## config.mk

```make
export PLATFORM = sky130hd
export DESIGN_NAME = eirq_unit
export DESIGN_NICKNAME = d
export VERILOG_FILES = /design/src/rtl/eirq_pkg.sv /design/src/rtl/eirq_stat_bank.sv /design/src/rtl/eirq_coll_cnt.sv /design/src/rtl/eirq_mode_regs.sv /design/src/rtl/eirq_unit.sv
export SDC_FILE = /design/constraint.sdc
export NUM_CORES = 1
export LEC_CHECK = 0
export BUFFER_PORTS_ARGS = -buffer_cell sky130_fd_sc_hd__buf_2
export CAP_MARGIN = 40
export CORE_MARGIN = 5
export CORE_UTILIZATION = 45
export CTS_CLUSTER_DIAMETER = 120
export DETAILED_ROUTE_END_ITERATION = 10
export PLACE_DENSITY = 0.73
export SYNTH_ARGS = -nofsm -noshare
export SYNTH_HDL_FRONTEND = slang
export SYNTH_SLANG_ARGS = --single-unit
```

## constraint.sdc

```tcl
create_clock -name clk -period 2.6 [get_ports clk]
set_input_delay 0.13 -clock clk [delete_from_list [all_inputs] [get_ports clk]]
set_output_delay 0.13 -clock clk [all_outputs]
set_load 0.05 [all_outputs]
```

## src/rtl/eirq_pkg.sv

```systemverilog
package eirq_pkg;
  localparam int DW       = 8;
  localparam int AW       = 3;
  localparam int CNT_W    = 4;
  localparam int CTL_W    = DW - CNT_W;
  localparam int HOLD_BIT = 7;
  localparam int TXB_OK   = 7;
  localparam int TXB_COLL = 2;

  localparam logic [DW-1:0] TX_VALID = 8'hFF;
  localparam logic [DW-1:0] RX_VALID = 8'h9F;

  typedef enum logic [AW-1:0] {
    A_TXST   = 3'd0,
    A_TXMSK  = 3'd1,
    A_RXST   = 3'd2,
    A_RXMSK  = 3'd3,
    A_TXMODE = 3'd4,
    A_RXMODE = 3'd5,
    A_HOLD   = 3'd6,
    A_SUMM   = 3'd7
  } reg_addr_e;
endpackage

```

## src/rtl/eirq_stat_bank.sv

```systemverilog
module eirq_stat_bank #(
  parameter int          W     = 8,
  parameter logic [W-1:0] VALID = '1
) (
  input  logic         clk,
  input  logic         rst,
  input  logic         hold,
  input  logic [W-1:0] evt,
  input  logic         clr_we,
  input  logic         mask_we,
  input  logic [W-1:0] wdata,
  output logic [W-1:0] stat,
  output logic [W-1:0] mask,
  output logic         irq_n
);
  logic [W-1:0] evt_v;
  logic [W-1:0] wd_v;
  logic [W-1:0] clr_v;

  assign evt_v = evt & VALID;
  assign wd_v  = wdata & VALID;
  assign clr_v = clr_we ? wd_v : '0;

  for (genvar i = 0; i < W; i++) begin : g_bit
    if (VALID[i]) begin : g_live
      always_ff @(posedge clk) begin
        if (rst || hold) stat[i] <= 1'b0;
        else if (evt_v[i]) stat[i] <= 1'b1;
        else if (clr_v[i]) stat[i] <= 1'b0;
      end
      always_ff @(posedge clk) begin
        if (rst) mask[i] <= 1'b0;
        else if (mask_we) mask[i] <= wd_v[i];
      end
    end else begin : g_tie
      assign stat[i] = 1'b0;
      assign mask[i] = 1'b0;
    end
  end

  always_ff @(posedge clk) begin
    if (rst) irq_n <= 1'b1;
    else irq_n <= ~|(stat & mask);
  end

  AST_W1C_CLEARS: assert property (@(posedge clk) disable iff (rst)
    (!hold && |(clr_v & ~evt_v)) |=> ((stat & $past(clr_v & ~evt_v)) == '0));
  AST_ZERO_KEEPS: assert property (@(posedge clk) disable iff (rst)
    !hold |=> ((stat & $past(stat & ~clr_v)) == $past(stat & ~clr_v)));
  AST_EVT_WINS: assert property (@(posedge clk) disable iff (rst)
    (!hold && |evt_v) |=> ((stat & $past(evt_v)) == $past(evt_v)));
  AST_HOLD_CLEARS: assert property (@(posedge clk) disable iff (rst)
    hold |=> (stat == '0));
  AST_UNUSED_ZERO: assert property (@(posedge clk) disable iff (rst)
    ((stat | mask) & ~VALID) == '0);
  AST_MASK_RB: assert property (@(posedge clk) disable iff (rst)
    mask_we |=> (mask == $past(wd_v)));
endmodule

```

## src/rtl/eirq_coll_cnt.sv

```systemverilog
module eirq_coll_cnt #(
  parameter int CW = 4
) (
  input  logic          clk,
  input  logic          rst,
  input  logic          hold,
  input  logic          coll,
  input  logic          ok,
  output logic [CW-1:0] cnt
);
  localparam logic [CW-1:0] MAX = {CW{1'b1}};

  always_ff @(posedge clk) begin
    if (rst || hold || ok) cnt <= '0;
    else if (coll && cnt != MAX) cnt <= cnt + 1'b1;
  end

  AST_CNT_SAT: assert property (@(posedge clk) disable iff (rst)
    (cnt == MAX && coll && !ok && !hold) |=> (cnt == MAX));
  AST_CNT_CLR: assert property (@(posedge clk) disable iff (rst)
    (ok || hold) |=> (cnt == '0));
  AST_CNT_STEP: assert property (@(posedge clk) disable iff (rst)
    (!ok && !hold && !coll) |=> $stable(cnt));
endmodule

```

## src/rtl/eirq_mode_regs.sv

```systemverilog
module eirq_mode_regs #(
  parameter int CTLW = 4,
  parameter int MW   = 8
) (
  input  logic            clk,
  input  logic            rst,
  input  logic            ctl_we,
  input  logic [CTLW-1:0] ctl_wd,
  input  logic            mode_we,
  input  logic [MW-1:0]   mode_wd,
  input  logic            hold_we,
  input  logic            hold_wd,
  output logic [CTLW-1:0] ctl,
  output logic [MW-1:0]   mode,
  output logic            hold
);
  always_ff @(posedge clk) begin
    if (rst) begin
      ctl  <= '0;
      mode <= '0;
      hold <= 1'b0;
    end else begin
      if (ctl_we)  ctl  <= ctl_wd;
      if (mode_we) mode <= mode_wd;
      if (hold_we) hold <= hold_wd;
    end
  end

  AST_HOLD_TRACKS: assert property (@(posedge clk) disable iff (rst)
    hold_we |=> (hold == $past(hold_wd)));
  AST_CTL_STABLE: assert property (@(posedge clk) disable iff (rst)
    !ctl_we |=> $stable(ctl));
endmodule

```

## src/rtl/eirq_unit.sv

```systemverilog
module eirq_unit
  import eirq_pkg::*;
(
  input  logic          clk,
  input  logic          rst,
  input  logic [AW-1:0] host_addr,
  input  logic          host_wr,
  input  logic [DW-1:0] host_wdata,
  output logic [DW-1:0] host_rdata,
  input  logic [DW-1:0] tx_evt,
  input  logic [DW-1:0] rx_evt,
  output logic          tx_irq_n,
  output logic          rx_irq_n,
  output logic          engine_hold,
  output logic [CTL_W-1:0] tx_ctl,
  output logic [DW-1:0] rx_mode,
  output logic [1:0]    rx_policy
);
  logic [DW-1:0]    tx_stat, tx_mask, rx_stat, rx_mask;
  logic [CNT_W-1:0] coll_cnt;
  logic [DW-1:0]    rd_next;
  logic [DW-1:0]    we;

  for (genvar a = 0; a < DW; a++) begin : g_dec
    assign we[a] = host_wr && (host_addr == a[AW-1:0]);
  end

  eirq_stat_bank #(.W(DW), .VALID(TX_VALID)) u_tx (
    .clk(clk), .rst(rst), .hold(engine_hold), .evt(tx_evt),
    .clr_we(we[A_TXST]), .mask_we(we[A_TXMSK]), .wdata(host_wdata),
    .stat(tx_stat), .mask(tx_mask), .irq_n(tx_irq_n));

  eirq_stat_bank #(.W(DW), .VALID(RX_VALID)) u_rx (
    .clk(clk), .rst(rst), .hold(engine_hold), .evt(rx_evt),
    .clr_we(we[A_RXST]), .mask_we(we[A_RXMSK]), .wdata(host_wdata),
    .stat(rx_stat), .mask(rx_mask), .irq_n(rx_irq_n));

  eirq_coll_cnt #(.CW(CNT_W)) u_cnt (
    .clk(clk), .rst(rst), .hold(engine_hold),
    .coll(tx_evt[TXB_COLL]), .ok(tx_evt[TXB_OK]), .cnt(coll_cnt));

  eirq_mode_regs #(.CTLW(CTL_W), .MW(DW)) u_mode (
    .clk(clk), .rst(rst),
    .ctl_we(we[A_TXMODE]), .ctl_wd(host_wdata[CTL_W-1:0]),
    .mode_we(we[A_RXMODE]), .mode_wd(host_wdata),
    .hold_we(we[A_HOLD]), .hold_wd(host_wdata[HOLD_BIT]),
    .ctl(tx_ctl), .mode(rx_mode), .hold(engine_hold));

  assign rx_policy = rx_mode[1:0];

  always_comb begin
    rd_next = '0;
    case (reg_addr_e'(host_addr))
      A_TXST:   rd_next = tx_stat;
      A_TXMSK:  rd_next = tx_mask;
      A_RXST:   rd_next = rx_stat;
      A_RXMSK:  rd_next = rx_mask;
      A_TXMODE: rd_next = {coll_cnt, tx_ctl};
      A_RXMODE: rd_next = rx_mode;
      A_HOLD:   rd_next[HOLD_BIT] = engine_hold;
      A_SUMM:   rd_next[1:0] = {rx_irq_n, tx_irq_n};
      default:  rd_next = '0;
    endcase
  end

  always_ff @(posedge clk) begin
    if (rst) host_rdata <= '0;
    else host_rdata <= rd_next;
  end

  AST_IRQ_IDLE: assert property (@(posedge clk) disable iff (rst)
    ((tx_stat & tx_mask) == '0 && (rx_stat & rx_mask) == '0) |=> (tx_irq_n && rx_irq_n));
  AST_HOLD_NO_CNT: assert property (@(posedge clk) disable iff (rst)
    engine_hold |=> (coll_cnt == '0));
endmodule

```

Yosys cells after proc, flatten, opt, wreduce, memory -nomap -nowiden
Index checks and enable logic that the tools add are counted.
{ "totals": {"ff_bits": 55, "inputBits": 30, "output_inout_bits": 25, "elab_cells": 108} }
{ "classes": {"n_addsub": 1, "n_eq_ne": 8, "mux": 33, "bitwise": 2, "n_reduce_logical": 29} }
{ "ops": {"columns": ["op", "count"], "rows": [
  ["$pmux 5 s6", 1],
  ["$mux 1", 28],
  ["$reduce_bool 2->1", 14],
  ["$and 8x8->8", 2],
  ["$mux 8", 2],
  ["$reduce_or 8->1", 2],
  ["$pmux 2 s7", 1],
  ["$eq 3x3->1 const B", 4],
  ["$logic_and 1x1->1", 8],
  ["$pmux 1 s7", 1],
  ["$eq 3x2->1 const B", 2],
  ["$add 4x1->4 const B", 1],
  ["$ne 4x4->1 const B", 1],
  ["$eq 3x1->1 const B", 1],
  ["$logic_not 3->1", 1],
  ["$logic_not 1->1", 2],
  ["$logic_or 1x1->1", 2]
]} }

Logic depth before layout (Yosys ltp)
{ "depth": {"word_depth": 5, "depth_mapped": 6, "mapped_depth_nobuf": 5} }

By module
A second synthesis with hierarchy kept.
{ "unflattened": {"hier_cells": 257, "area_unflattened_um2": 2612.5} }
{ "by_module_without_submodules": {"columns": ["mod", "n_inst", "cells_each", "area_each_um2", "seq_area_each_um2"], "rows": [
  ["eirq_unit", 1, 88, 767.0, 160.2],
  ["eirq_stat_bank at u_tx", 1, 57, 653.1, 340.3],
  ["eirq_stat_bank at u_rx", 1, 49, 540.5, 260.2],
  ["eirq_mode_regs", 1, 42, 460.4, 260.2],
  ["eirq_coll_cnt", 1, 21, 191.4, 80.1]
]} }

Worst setup path after synthesis
OpenSTA, ideal clock, no wires.
{ "synth_timing": {"path_kind": "reg-to-reg", "start": "reg u_mode.mode[0]", "end": "reg host_rdata[0]", "setup_ps": 70, "arrival_time_ps": 1317, "t_required_ps": 2530, "setup_slack_ps": 1213, "path_stages_with_launch": 5, "path_buffers": 0, "synth_period_minus_slack_ps": 1387, "path_cell_list": "dfxtp_1 -> mux2_2 -> a22oi_1 -> or2_2 -> a21oi_1"} }
{ "synth_via": {"elab_chain_cells": 1} }
{ "synth_rtl": {"columns": ["element", "line_no", "text"], "rows": [
  ["start: declaration", "eirq_mode_regs.sv:14", "output logic [MW-1:0] mode,"],
  ["start signal: assignment", "eirq_mode_regs.sv:24", "if (mode_we) mode <= mode_wd;"],
  ["$pmux 2 s7", "eirq_unit.sv:53", "case (reg_addr_e'(host_addr))"],
  ["end signal: assignment", "eirq_unit.sv:68", "else host_rdata <= rd_next;"],
  ["end: declaration", "eirq_unit.sv:9", "output logic [DW-1:0] host_rdata,"]
]} }
Every way passes these cells.
A chain may end at the register's enable or synchronous reset.

Worst setup path in the final report
{ "layout_timing": {"start": "in host_addr[0]", "end": "reg u_mode.mode[2]"} }
{ "layout_via": {"elab_chain_cells": 2} }
{ "layout_rtl": {"columns": ["element", "line_no", "text"], "rows": [
  ["start: declaration", "eirq_unit.sv:6", "input logic [AW-1:0] host_addr,"],
  ["$eq 3x3->1", "eirq_unit.sv:25", "assign we[a] = host_wr && (host_addr == a[AW-1:0]);"],
  ["$logic_and 1x1->1", "eirq_unit.sv:25", null]
]} }
Every way passes these cells.

==> impl_metrics.toml <==
[synth]
yosysWarningCount = 0
synth_cell_type_count = 39
count_of_flip_flops_with_a_built_in_enable_after_synthesis = 0
netlist.top_cell.by_area = "sky130_fd_sc_hd__dfxtp_1"
netlist_top_cells_area = "sky130_fd_sc_hd__dfxtp_1, sky130_fd_sc_hd__mux2i_1, sky130_fd_sc_hd__nand2_1, sky130_fd_sc_hd__a21boi_0, sky130_fd_sc_hd__o21a_1"
synthesis.instances = 258
mappedNetlistArea_um2 = 2510
synthArstFlopShare_pct = 0
synth_top_cell_area_share_pct = 43.9
synthesis.nets = 289
synth_flop_cell = "sky130_fd_sc_hd__dfxtp_1"
ys_seq_area_share_pct = 43.9
synthesis.area_per_instance_um2 = 9.73
ys_seq_elements = 55

[cells_and_area]
fillerInstances = 534
layout_commonest_cell = "sky130_fd_sc_hd__dfxtp_1"
final_layout_size_suffix_gt1_share_pct = 25.2
num-nets-final = 335
areaGrowthSynthToFinish_pct = 13.3
final_design_area_no_fill_um2 = 2840
num_antenna_cells = 0
final_cell_mix = "sky130_fd_sc_hd__dfxtp_1, sky130_fd_sc_hd__buf_2, sky130_fd_sc_hd__nand2_1"

[die]
start_util_pct = 45.9
fp.dieW_um = 84.7
fp.coreArea_um2 = 5470
num_io_pins = 55
design.die.area_um2 = 7170
core.rowCount = 27
die_boundary_height_um = 84.7

[sta]
finalSetupViolations = 0
worst_hold_slack_ns = 0.0217
max_freq_mhz = 688
finalHoldViolCount = 0
worst_pin_slew_ns = 0.654
fin_setup_tns_ns = 0
relSlewSlack_pct = 56.3
final.setup_skew_ns = 0.00844
finalCritPeriodShare_pct = 55.9
rsz0062_at_grt = "no"
finalMaxSlewViolations = 0
final.setup.worst_slack_ns = 1.15
finalCriticalPeriod_ns = 1.45

[job]
maxCapViolCount = 0

[placed_design]
gp_routability_congestion = 0.893
detailed_place.area_um2 = 2740
dp_hpwl_um = 4430
io_buffer_count = 52
dp_worst_setup_slack_ns = 0.833

[drt]
drtIter0Drc = 168
post_drt_via_cell_ratio = 5.46
wirelength_um = 6070
vias = 2057
ant_nets = 0
drc = 0
detail_route.wl_per_cell_um = 16.1
firstDrtPassIters = 4

[critical_path]
worst_path_max_delay_cell = "sky130_fd_sc_hd__nor2b_1"
worst-path-max-fanout = 22
cell_by_cell_listing_of_the_critical_path = "buf_2 -> nor2b_1 -> nor2b_1 -> nand2_1 -> a21oi_1"
cp_data_arrival_time_ns = 1.69
endpoint_class_of_the_critical_path = "flop"
type_of_element_launching_the_critical_path = "primary input"
worst_path_most_repeated_cell = "sky130_fd_sc_hd__nor2b_1"
cp_slowest_stage_delay_ns = 0.57
critPathKind = "primary input to flop"
data_required_time_at_the_worst_endpoint_ns = 2.84

[status]
outcome = "finished, final reports clean"

[worst_hold_path]
timing.hold.worst.class = "primary input to flop"

[clock_network]
path_clk_slew_ns = 0.09
cts_made_buffers = 5
cts-root-buf = "sky130_fd_sc_hd__clkbuf_8"
clock_latency_ns = 0.31
clockBufferDepth = 2
cts.hold.buffers_added = 0
post_cts_resize_count = 0
cts_num_sinks = 55
cts.htree.levels = 2
tritoncts = "yes"
post-cts-setup-buffer-count = 0

[power]
switching_power_total_mw = 0.423
areal_power_density_over_the_cells_nw_per_um2 = 570
power.combinational.fraction_pct = 13.0
power_mw = 1.62
power.sequential.fraction_pct = 55.5
power.ir.vdd_worst_mv = 0.248
swShare_pct = 26.1
p_int_mw = 1.20
static-leakage-power_nw = 1.20
power.share.clock_pct = 31.5

[global_route]
global_route.overflow_total = 0
wire_length_of_the_first_global_routing_pass_um = 10100
vias_in_the_first_global_route = 1996
globalRouteTotalUtil_pct = 17.5
grt_max_degree = 39
antenna_violations_before_repair = 0
==> final cells by class <==
class	count	area, um^2	area share (%)
Timing Repair Buffer	55	283	9.95
Clock buffer	8	100	3.52
Tap cell	72	90.1	3.17
Multi-Input combinational cell	187	1270	44.6
Sequential cell	55	1100	38.7
==> cell usage after synthesis, drive strengths merged, types with 3 or more instances <==
| cell type | n |
|---|---|
| a22oi | 13 |
| nor2 | 23 |
| xor2 | 3 |
| a21boi | 14 |
| mux2i | 18 |
| clkbuf | 7 |
| buf | 9 |
| mux4 | 3 |
| a21oi | 19 |
| mux2 | 6 |
| dfxtp | 55 |
| o22a | 3 |
| o21a | 14 |
| nand3 | 9 |
| nor3b | 4 |
| nand2 | 39 |
==> per-stage QoR <==
stage | instances | util [%]
6_report | 377 | 51.9
5_1_grt | 377 | 51.9
4_1_cts | 377 | 51.9
3_5_place_dp | 369 | 50.1
3_3_place_gp | 369 | 50.1
2_1_floorplan | 258 | -
==> cell families (layout without fill, tap and decap cells) <==
family	Yosys count	after routing	synth area share (%)
XOR/XNOR	3	3	1.05
multiplexers	27	27	13.0
AND/OR/NAND/NOR	86	86	16.5
buffers and inverters	16	63	5.58
flip-flops	55	55	43.9
adder cells (fa/ha/maj)	1	1	0.498
AO/OA/AOI/OAI	70	70	19.5
==> per-layer routing <==
metal	up-vias	GRT usage, %	share of wire (%)
met2	72	27.5	47
met5	-	0	0
met1	971	24.1	45
met4	0	5.18	0.87
li1	1010	-	-
met3	4	3.53	7.0
==> final timing paths <==
kind | startpoint | end | slack (ns) | cells after the start
worst max-delay path | host_addr[0] | u_mode.mode[2]$_SDFFE_PP0P_ | 1.15 | 5
worst min-delay path | rx_evt[2] | u_rx.stat[2]$_SDFFE_PP0P_ | 0.02 | 2
worst max register to register | u_mode.hold$_SDFFE_PP0P_ | u_tx.stat[1]$_SDFFE_PP0P_ | 1.31 | 3
worst min register to register | u_mode.mode[3]$_SDFFE_PP0P_ | u_mode.mode[3]$_SDFFE_PP0P_ | 0.48 | 2
==> state kept, by name, summed over array words and instances, names as in the netlist, 4 cells and up <==
signal,cells
host_rdata,8
u_mode.mode,8
u_tx.mask,8
u_tx.stat,8
u_rx.mask,6
u_rx.stat,6
u_cnt.cnt,4
u_mode.ctl,4
==> critical path, delay by kind of cell <==
kind,cells,cell delay [ns]
compound gates,1,0.16
buf+inv,1,0.45
simple gates,3,0.95
==> power by group through the flow <==
stage	clock, mW	combinational (mW)	sequential [mW]
3_3_place_gp	0	0.207	0.917
5_1_grt	0.551	0.229	0.903
3_5_place_dp	0	0.211	0.918
4_1_cts	0.519	0.211	0.898
2_1_floorplan	0	0.122	0.943
6_report	0.511	0.211	0.899
Note: power is estimated with default switching activity, not from simulation.
